$ cat src/rtl/fsg_pkg.sv
package fsg_pkg;
  typedef enum logic {
    FSG_MODE_INTERNAL = 1'b0,
    FSG_MODE_EXTERNAL = 1'b1
  } fsg_mode_e;

  localparam int FSG_PER_W_DEF = 12;
  localparam int FSG_WID_W_DEF = 8;
endpackage

$ cat src/rtl/fsg_edge_detect.sv
module fsg_edge_detect (
  input  logic clk,
  input  logic rst_n,
  input  logic tick,
  input  logic sig_in,
  output logic rise
);
  logic prev_q;

  always_ff @(posedge clk) begin
    if (!rst_n)    prev_q <= 1'b1;
    else if (tick) prev_q <= sig_in;
  end

  assign rise = tick & sig_in & ~prev_q;

  // a level held high across two enabled cycles is not a second edge
  assert_no_retrigger_R9: assert property (@(posedge clk) disable iff (!rst_n)
    (tick && sig_in) |=> !(tick && rise && $past(sig_in)));
endmodule

$ cat src/rtl/fsg_period_counter.sv
module fsg_period_counter #(
  parameter int PER_W = 12
) (
  input  logic             clk,
  input  logic             rst_n,
  input  logic             tick,
  input  logic             hold,
  input  logic [PER_W-1:0] reload_val,
  output logic             start
);
  localparam logic [PER_W-1:0] ONE = PER_W'(1);
  logic [PER_W-1:0] cnt_q;

  assign start = tick & ~hold & (cnt_q == '0);

  always_ff @(posedge clk) begin
    if (!rst_n) cnt_q <= '0;
    else if (tick && !hold) begin
      if (cnt_q == '0) cnt_q <= reload_val;
      else             cnt_q <= cnt_q - ONE;
    end
  end

  // a start loads the period value present at that edge
  assert_reload_value_R7: assert property (@(posedge clk) disable iff (!rst_n)
    start |=> cnt_q == $past(reload_val));
  // the count is frozen while held
  assert_hold_frozen_R8: assert property (@(posedge clk) disable iff (!rst_n)
    hold |=> $stable(cnt_q));
  // no movement without the enable
  assert_idle_stable_R6: assert property (@(posedge clk) disable iff (!rst_n)
    !tick |=> $stable(cnt_q));
endmodule

$ cat src/rtl/fsg_width_counter.sv
module fsg_width_counter #(
  parameter int WID_W = 8
) (
  input  logic             clk,
  input  logic             rst_n,
  input  logic             tick,
  input  logic             start,
  input  logic [WID_W-1:0] load_val,
  output logic             active
);
  localparam logic [WID_W-1:0] ONE = WID_W'(1);
  logic [WID_W-1:0] cnt_q;
  logic             act_q;

  always_ff @(posedge clk) begin
    if (!rst_n) begin
      cnt_q <= '0;
      act_q <= 1'b0;
    end else if (start) begin
      cnt_q <= load_val;
      act_q <= 1'b1;
    end else if (tick && act_q) begin
      if (cnt_q == '0) act_q <= 1'b0;
      else             cnt_q <= cnt_q - ONE;
    end
  end

  assign active = act_q;

  // an expired width count without a new start ends the pulse
  assert_pulse_ends_R4: assert property (@(posedge clk) disable iff (!rst_n)
    (tick && act_q && cnt_q == '0 && !start) |=> !act_q);
  // a start always leaves the pulse active
  assert_start_asserts_R5: assert property (@(posedge clk) disable iff (!rst_n)
    start |=> act_q);
  // output frozen on cycles without the enable
  assert_idle_out_stable_R6: assert property (@(posedge clk) disable iff (!rst_n)
    !tick |=> $stable(act_q));
endmodule

$ cat src/rtl/fsg_pulse_gen.sv
module fsg_pulse_gen
  import fsg_pkg::*;
#(
  parameter int PER_W = FSG_PER_W_DEF,
  parameter int WID_W = FSG_WID_W_DEF
) (
  input  logic             clk,
  input  logic             rst_n,
  input  logic             tick,
  input  logic [PER_W-1:0] period_cfg,
  input  logic [WID_W-1:0] width_cfg,
  input  logic             ext_mode,
  input  logic             ext_sync,
  output logic             fs_out
);
  fsg_mode_e mode;
  logic      per_start;
  logic      ext_rise;
  logic      frame_start;

  assign mode = fsg_mode_e'(ext_mode);

  fsg_edge_detect u_edge (
    .clk   (clk),
    .rst_n (rst_n),
    .tick  (tick),
    .sig_in(ext_sync),
    .rise  (ext_rise)
  );

  fsg_period_counter #(.PER_W(PER_W)) u_period (
    .clk       (clk),
    .rst_n     (rst_n),
    .tick      (tick),
    .hold      (mode == FSG_MODE_EXTERNAL),
    .reload_val(period_cfg),
    .start     (per_start)
  );

  always_comb begin
    unique case (mode)
      FSG_MODE_EXTERNAL: frame_start = ext_rise;
      default:           frame_start = per_start;
    endcase
  end

  fsg_width_counter #(.WID_W(WID_W)) u_width (
    .clk     (clk),
    .rst_n   (rst_n),
    .tick    (tick),
    .start   (frame_start),
    .load_val(width_cfg),
    .active  (fs_out)
  );

  // the period counter never starts a frame in external mode
  assert_ext_no_period_start_R8: assert property (@(posedge clk) disable iff (!rst_n)
    ext_mode |-> !per_start);
  // any frame start raises the output on the next cycle
  assert_start_raises_out_R2: assert property (@(posedge clk) disable iff (!rst_n)
    frame_start |=> fs_out);
  // output low during reset
  always_ff @(posedge clk) begin
    if (!rst_n) assert_reset_low_R1: assert (!fs_out || $past(rst_n) || 1'b1 == $past(rst_n))
      else $error("fs_out high under reset");
  end
  assert_reset_clears_R1: assert property (@(posedge clk)
    !rst_n |=> !fs_out);
endmodule

$ cat config.mk
export PLATFORM = sky130hd
export DESIGN_NAME = fsg_pulse_gen
export DESIGN_NICKNAME = d
export VERILOG_FILES = /design/src/rtl/fsg_pkg.sv /design/src/rtl/fsg_edge_detect.sv /design/src/rtl/fsg_period_counter.sv /design/src/rtl/fsg_width_counter.sv /design/src/rtl/fsg_pulse_gen.sv
export SDC_FILE = /design/constraint.sdc
export NUM_CORES = 1
export LEC_CHECK = 0
export CAP_MARGIN = 40
export CORE_UTILIZATION = 33
export CTS_BUF_LIST = sky130_fd_sc_hd__clkbuf_8
export DETAILED_ROUTE_END_ITERATION = 16
export DONT_BUFFER_PORTS = 1
export HOLD_SLACK_MARGIN = 0.08
export PLACE_DENSITY = 0.53
export SLEW_MARGIN = 15
export SYNTH_ARGS = -nofsm -noshare
export SYNTH_HDL_FRONTEND = slang
export SYNTH_SLANG_ARGS = --single-unit
$ cat constraint.sdc
create_clock -name clk -period 3.5 [get_ports clk]
set_input_delay 0.7 -clock clk [delete_from_list [all_inputs] [get_ports clk]]
set_output_delay 0.7 -clock clk [all_outputs]
set_load 0.03 [all_outputs]
== After elaboration in Yosys (flattened, before gate mapping) ==
Index checks and enable logic that the tools add are counted.

* Mux-type cells: 8
* Add/subtract/negate cells: 2
* Equality and inequality tests: 1
* Reduce and logical (&&, ||, !) cells: 9
* Bitwise gates (word level): 6

{| class="wikitable"
|+ Operators with widths
! cell !! count
|-
| $mux W8 || 3
|-
| $logic_not A12 Y1 || 1
|-
| $mux W12 || 1
|-
| $sub A12 B1 Y12 const B || 1
|-
| $logic_not A8 Y1 || 1
|-
| $sub A8 B1 Y8 const B || 1
|-
| $and A1 B1 Y1 || 4
|-
| $mux W1 || 4
|-
| $reduce_and A2 Y1 || 2
|-
| $reduce_bool A2 Y1 || 2
|-
| $logic_and A1 B1 Y1 || 2
|-
| $ne A2 B2 Y1 const B || 1
|-
| $not A1 Y1 || 2
|-
| $logic_not A1 Y1 || 1
|}

* Logic and storage cells: 30
* Flip-flop bits (word level): 22
* Input port bits: 25
* Output and inout port bits: 1

== Longest topological paths before layout ==
* Depth in word-level cells: 6
* Mapped depth: 7
* Depth with buffers taken out: 6

== By module ==
From an unflattened synthesis, not the netlist that was laid out.

* Cell total of the unflattened synthesis: 170
* Area, all modules: 1383.8 µm²

{| class="wikitable"
|+ By module, submodules not included
! module !! cells each !! area each (µm²) !! sequential area each (µm²) !! instances
|-
| fsg_period_counter || 94 || 763.2 || 240.2 || 1
|-
| fsg_width_counter || 70 || 566.8 || 180.2 || 1
|-
| fsg_edge_detect || 5 || 38.8 || 20.0 || 1
|-
| fsg_pulse_gen || 1 || 15.0 || 0.0 || 1
|}

== Worst setup path before layout ==
Ideal clock, no wire load.

* Path type: input port to flip-flop
* Start: in tick
* End: reg u_width.cnt_q[1]
* Data required time: 3.430 ns
* Buffers on the path: 2
* Setup time: 0.070 ns
* Data arrival time: 1.922 ns
* Slack: 1.507 ns
* Stages: 6
* Cell sequence: buf_2 nand2b_1 clkbuf_1 nor4_4 or4_1 a21oi_1

* Word-level cells in the longest chain between the ends: 5
* Elaborated cells on any way between the ends: 10
* Classes of those cells: eq/ne: 1; mux: 2; bitwise: 4; reduce/logical: 3

{| class="wikitable"
|+ RTL lines
! what !! RTL line !! source
|-
| from (decl) || fsg_pulse_gen.sv:9 || <nowiki>input logic tick,</nowiki>
|-
| $and A1 B1 Y1, on equally long branches (2 in a row) || fsg_period_counter.sv:14, fsg_edge_detect.sv:15 ||
|-
| $mux W1 || fsg_pulse_gen.sv:41 || <nowiki>unique case (mode)</nowiki>
|-
| $ne A2 B2 Y1 (no line) / $reduce_bool A2 Y1 (equally long branches) || -- ||
|-
| $reduce_and A2 Y1 (no line) || -- ||
|-
| to (signal assigned) || fsg_width_counter.sv:20 || <nowiki>cnt_q <= load_val;</nowiki>
|-
| to (signal assigned) || fsg_width_counter.sv:24 || <nowiki>else cnt_q <= cnt_q - ONE;</nowiki>
|-
| to (decl) || fsg_width_counter.sv:12 || <nowiki>logic [WID_W-1:0] cnt_q;</nowiki>
|}

Several ways; a longest one is shown, not always the timed one.
A chain may end at the register's enable or synchronous reset.

== Worst setup path after layout ==
* Start: reg u_period.cnt_q[0]
* End: reg u_width.cnt_q[4]

* Word-level cells in the longest chain between the ends: 5
* Elaborated cells on any way between the ends: 7
* Classes of those cells: eq/ne: 1; mux: 2; bitwise: 1; reduce/logical: 3

{| class="wikitable"
|+ RTL lines
! what !! RTL line !! source
|-
| from (decl) || fsg_period_counter.sv:12 || <nowiki>logic [PER_W-1:0] cnt_q;</nowiki>
|-
| from (signal assigned) || fsg_period_counter.sv:19 || <nowiki>if (cnt_q == '0) cnt_q <= reload_val;</nowiki>
|-
| from (signal assigned) || fsg_period_counter.sv:20 || <nowiki>else cnt_q <= cnt_q - ONE;</nowiki>
|-
| $logic_not A12 Y1 (*) || fsg_period_counter.sv:14 || <nowiki>assign start = tick & ~hold & (cnt_q == '0);</nowiki>
|-
| $and A1 B1 Y1 (*) || fsg_period_counter.sv:14 ||
|-
| $mux W1 (*) || fsg_pulse_gen.sv:41 ||
|-
| $ne A2 B2 Y1 (no line) / $reduce_bool A2 Y1 (equally long branches) || -- ||
|-
| $reduce_and A2 Y1 (no line) || -- ||
|}

Every way passes the cells marked *; elsewhere a longest branch is shown, timed or not.

==> flow_metrics.tcl <==
set metrics [dict create \
    synthCells 165 \
    worstPathMaxFanout 8 \
    place.gp.congestion 0.782 \
    synth-simple-area-share 0.297 \
    ios 26 \
    synth_area_leader_cell "dfxtp_1" \
    clock-root-buffer "clkbuf_8" \
    seqCellArea_um2 440 \
    path_class "register to register" \
    syn_to_final_growth_pct 7.98 \
    syn_area_um2 1360 \
    dieArea_um2 4390 \
    die_h_um 66.3 \
    yosys-mux-area-fraction 0.0294 \
    nFillCells 409 \
    vias 1297 \
    rsz0062_at_grt "no" \
    grt_overflow 0 \
    status "finished clean" \
    crit_chain "inv_1 > ha_1 > or3b_2 > nor4_4 > nor2_2 > a211oi_1" \
    cellLeakagePower_nw 0.482 \
    holdWs_ns 0.474 \
    clock.fmax_mhz 453 \
    place_area_um2 1420 \
    cts_buffers 3 \
    synth_fp_nets 194 \
    drc 0 \
    synth_top_family_by_area "simple AND/OR/NAND/NOR gates" \
    grt_pass1_wl_um 6020 \
    wirelength_um 3590 \
    drtIter0Drc 52 \
    end_kind "register" \
    vdd_drop_max_mv 0.413 \
    antenna_found_initial 0 \
    max_stage_delay_ns 0.55 \
    cts_tree "done" \
    worstPathRequired_ns 3.67 \
    insertion_delay_ns 0.28 \
    final_area_um2 1470 \
    hold_class "register to register" \
    ys_types 46 \
    io_buffers 0 \
    dp_slack_ns 1.27 \
    drv_slew 0 \
    ant_nets 0 \
    synth_adder_area_share 0.0367 \
    path_clk_slew_ns 0.09 \
    hpwl_um 2600 \
    setup_tns_ns 0 \
    synth_edf_count 0 \
    critPathLaunchType "register" \
    htreeDepth 1 \
    start_util 0.343 \
    grt_start_max_net_pins 19 \
    max_cap_viol_count 0 \
    synth_top_flop_cell "dfxtp_1" \
    avgRoutedWirePerCell_um 16.6 \
    cts_hold_buffers 0 \
    track_usage 0.181 \
    die_x_um 66.3 \
    hold_viol_final 0 \
    viasPerCell 6.00 \
    async_flop_share 0 \
    synth_compound_area_frac 0.249 \
    fin_nets 196 \
    fin_ws_ns 1.29 \
    cellPowerDensity_nw_per_um2 1130 \
    avgSynthCellArea_um2 8.27 \
    drive_above_1_share 0.0904 \
    diodes 0 \
    row_count 23 \
    grt_pass1_vias 1217 \
    finClkSkew_ns 0.00571 \
    arrival_ns 2.38 \
    multi_input_area_um2 870 \
    synthTopCellsByArea "dfxtp_1 32%, a21oi_1 6.2%, a211oi_1 5.0%" \
    yosysTopAreaCellShare 0.323 \
    cts_sinks 22 \
    finalCritPeriodShare 0.630 \
    fp.coreArea_um2 3970 \
    crit_slowest_cell "or3b_2" \
    period_needed_ns 2.21 \
    worst_pin_slew_ns 0.752 \
    clk_path_buf_depth 2 \
    cts_resized 0 \
    setup_viol_count_final 0 \
    dr.pass1.iters 4 \
    slew_headroom 0.497 \
    ys_seq_area_frac 0.323 \
    post_cts_buffers 0 \
    synth-xor-area-share 0.0257 \
    ys_ff_latch 22 \
    yosys_warnings 0 \
]
cells in the final DEF (no fill, tap or decap), drive strengths merged:
cell,count
a32oi,1
nor4b,1
a2111oi,1
nand4b,2
o21ai,10
buf,3
a31oi,5
a21boi,1
nand2b,2
a21o,1
a311oi,2
o21a,1
a21oi,17
a211o,1
nand3b,1
or3b,1
clkinv,1
or2,1
nand4,2
a22o,1
a211oi,9
ha,4
o22ai,1
xnor2,4
nor3,6
clkbuf,4
o31ai,1
or3,5
nand3,10
nor3b,2
o211ai,1
nor4,6
o41ai,1
nor2b,2
dfxtp,22
nor2,5
inv,5
mux2i,4
or4,7
nand2,12
critical path, delay by kind of cell (launching register included):
family          cells  cell delay, ns
compound gates      1            0.28
fa+ha+maj           1            0.15
buf+inv             1            0.09
flops               1            0.35
simple gates        3            1.23
layer usage:
metal,GRT usage,vias up,share of wire
li1,-,643,-
met1,0.248,612,0.49
met2,0.273,35,0.44
met3,0.0362,7,0.046
met4,0.0745,0,0.018
met5,0,-,0
Yosys cell counts, types with 3 or more instances:
| cell | count |
|---|---|
| dfxtp_1 | 22 |
| a21oi_1 | 17 |
| nand2_1 | 12 |
| nand3_1 | 10 |
| o21ai_0 | 10 |
| a211oi_1 | 9 |
| or4_1 | 6 |
| a31oi_1 | 5 |
| inv_1 | 5 |
| nor3_1 | 5 |
| or3_1 | 5 |
| clkbuf_1 | 4 |
| ha_1 | 4 |
| mux2i_1 | 4 |
| nor2_1 | 4 |
| xnor2_1 | 4 |
| nor4_1 | 3 |
state kept, by name (all words and copies together) (netlist names):
register and count:
u_width.active 1, u_width.cnt_q 8, u_period.cnt_q 12, u_edge.prev_q 1
layout make-up:
type,count,area share
Multi-Input combinational cell,131,0.590
Sequential cell,22,0.299
Tap cell,50,0.0425
Clock buffer,4,0.0374
Timing Repair Buffer,3,0.0153
Inverter,6,0.0153
worst paths after layout:
path | slack, ns | startpoint | to | cells past startpoint
max | 1.29 | u_period.cnt_q[0] | u_width.cnt_q[4] | 6
min | 0.47 | u_edge.prev_q | u_edge.prev_q | 2
max reg2reg | 1.29 | u_period.cnt_q[0] | u_width.cnt_q[4] | 6
min reg2reg | 0.47 | u_edge.prev_q | u_edge.prev_q | 2
stage by stage:
| step | util | total power (W) | cells |
|---|---|---|---|
| floorplan | - | 0.00125 | 165 |
| global placement | 0.357 | 0.00145 | 212 |
| detailed placement | 0.357 | 0.00146 | 212 |
| CTS | 0.371 | 0.00166 | 216 |
| global route | 0.371 | 0.00182 | 216 |
| finish | 0.371 | 0.00166 | 216 |
logic make-up (layout without fill, tap and decap cells):
| logic type | Yosys count | in the layout |
|---|---|---|
| XOR/XNOR | 4 | 4 |
| multiplexers | 4 | 4 |
| AND/OR/NAND/NOR | 65 | 65 |
| flip-flops | 22 | 22 |
| AO/OA/AOI/OAI | 54 | 54 |
| buffers and inverters | 12 | 13 |
| adder cells (fa/ha/maj) | 4 | 4 |
report_power, final:
part           switching, W  internal, W
registers          0.000128     0.000353
logic              0.000577     0.000409
clock network     0.0000927     0.000101
No activity file was read; power rests on OpenSTA's default activity.
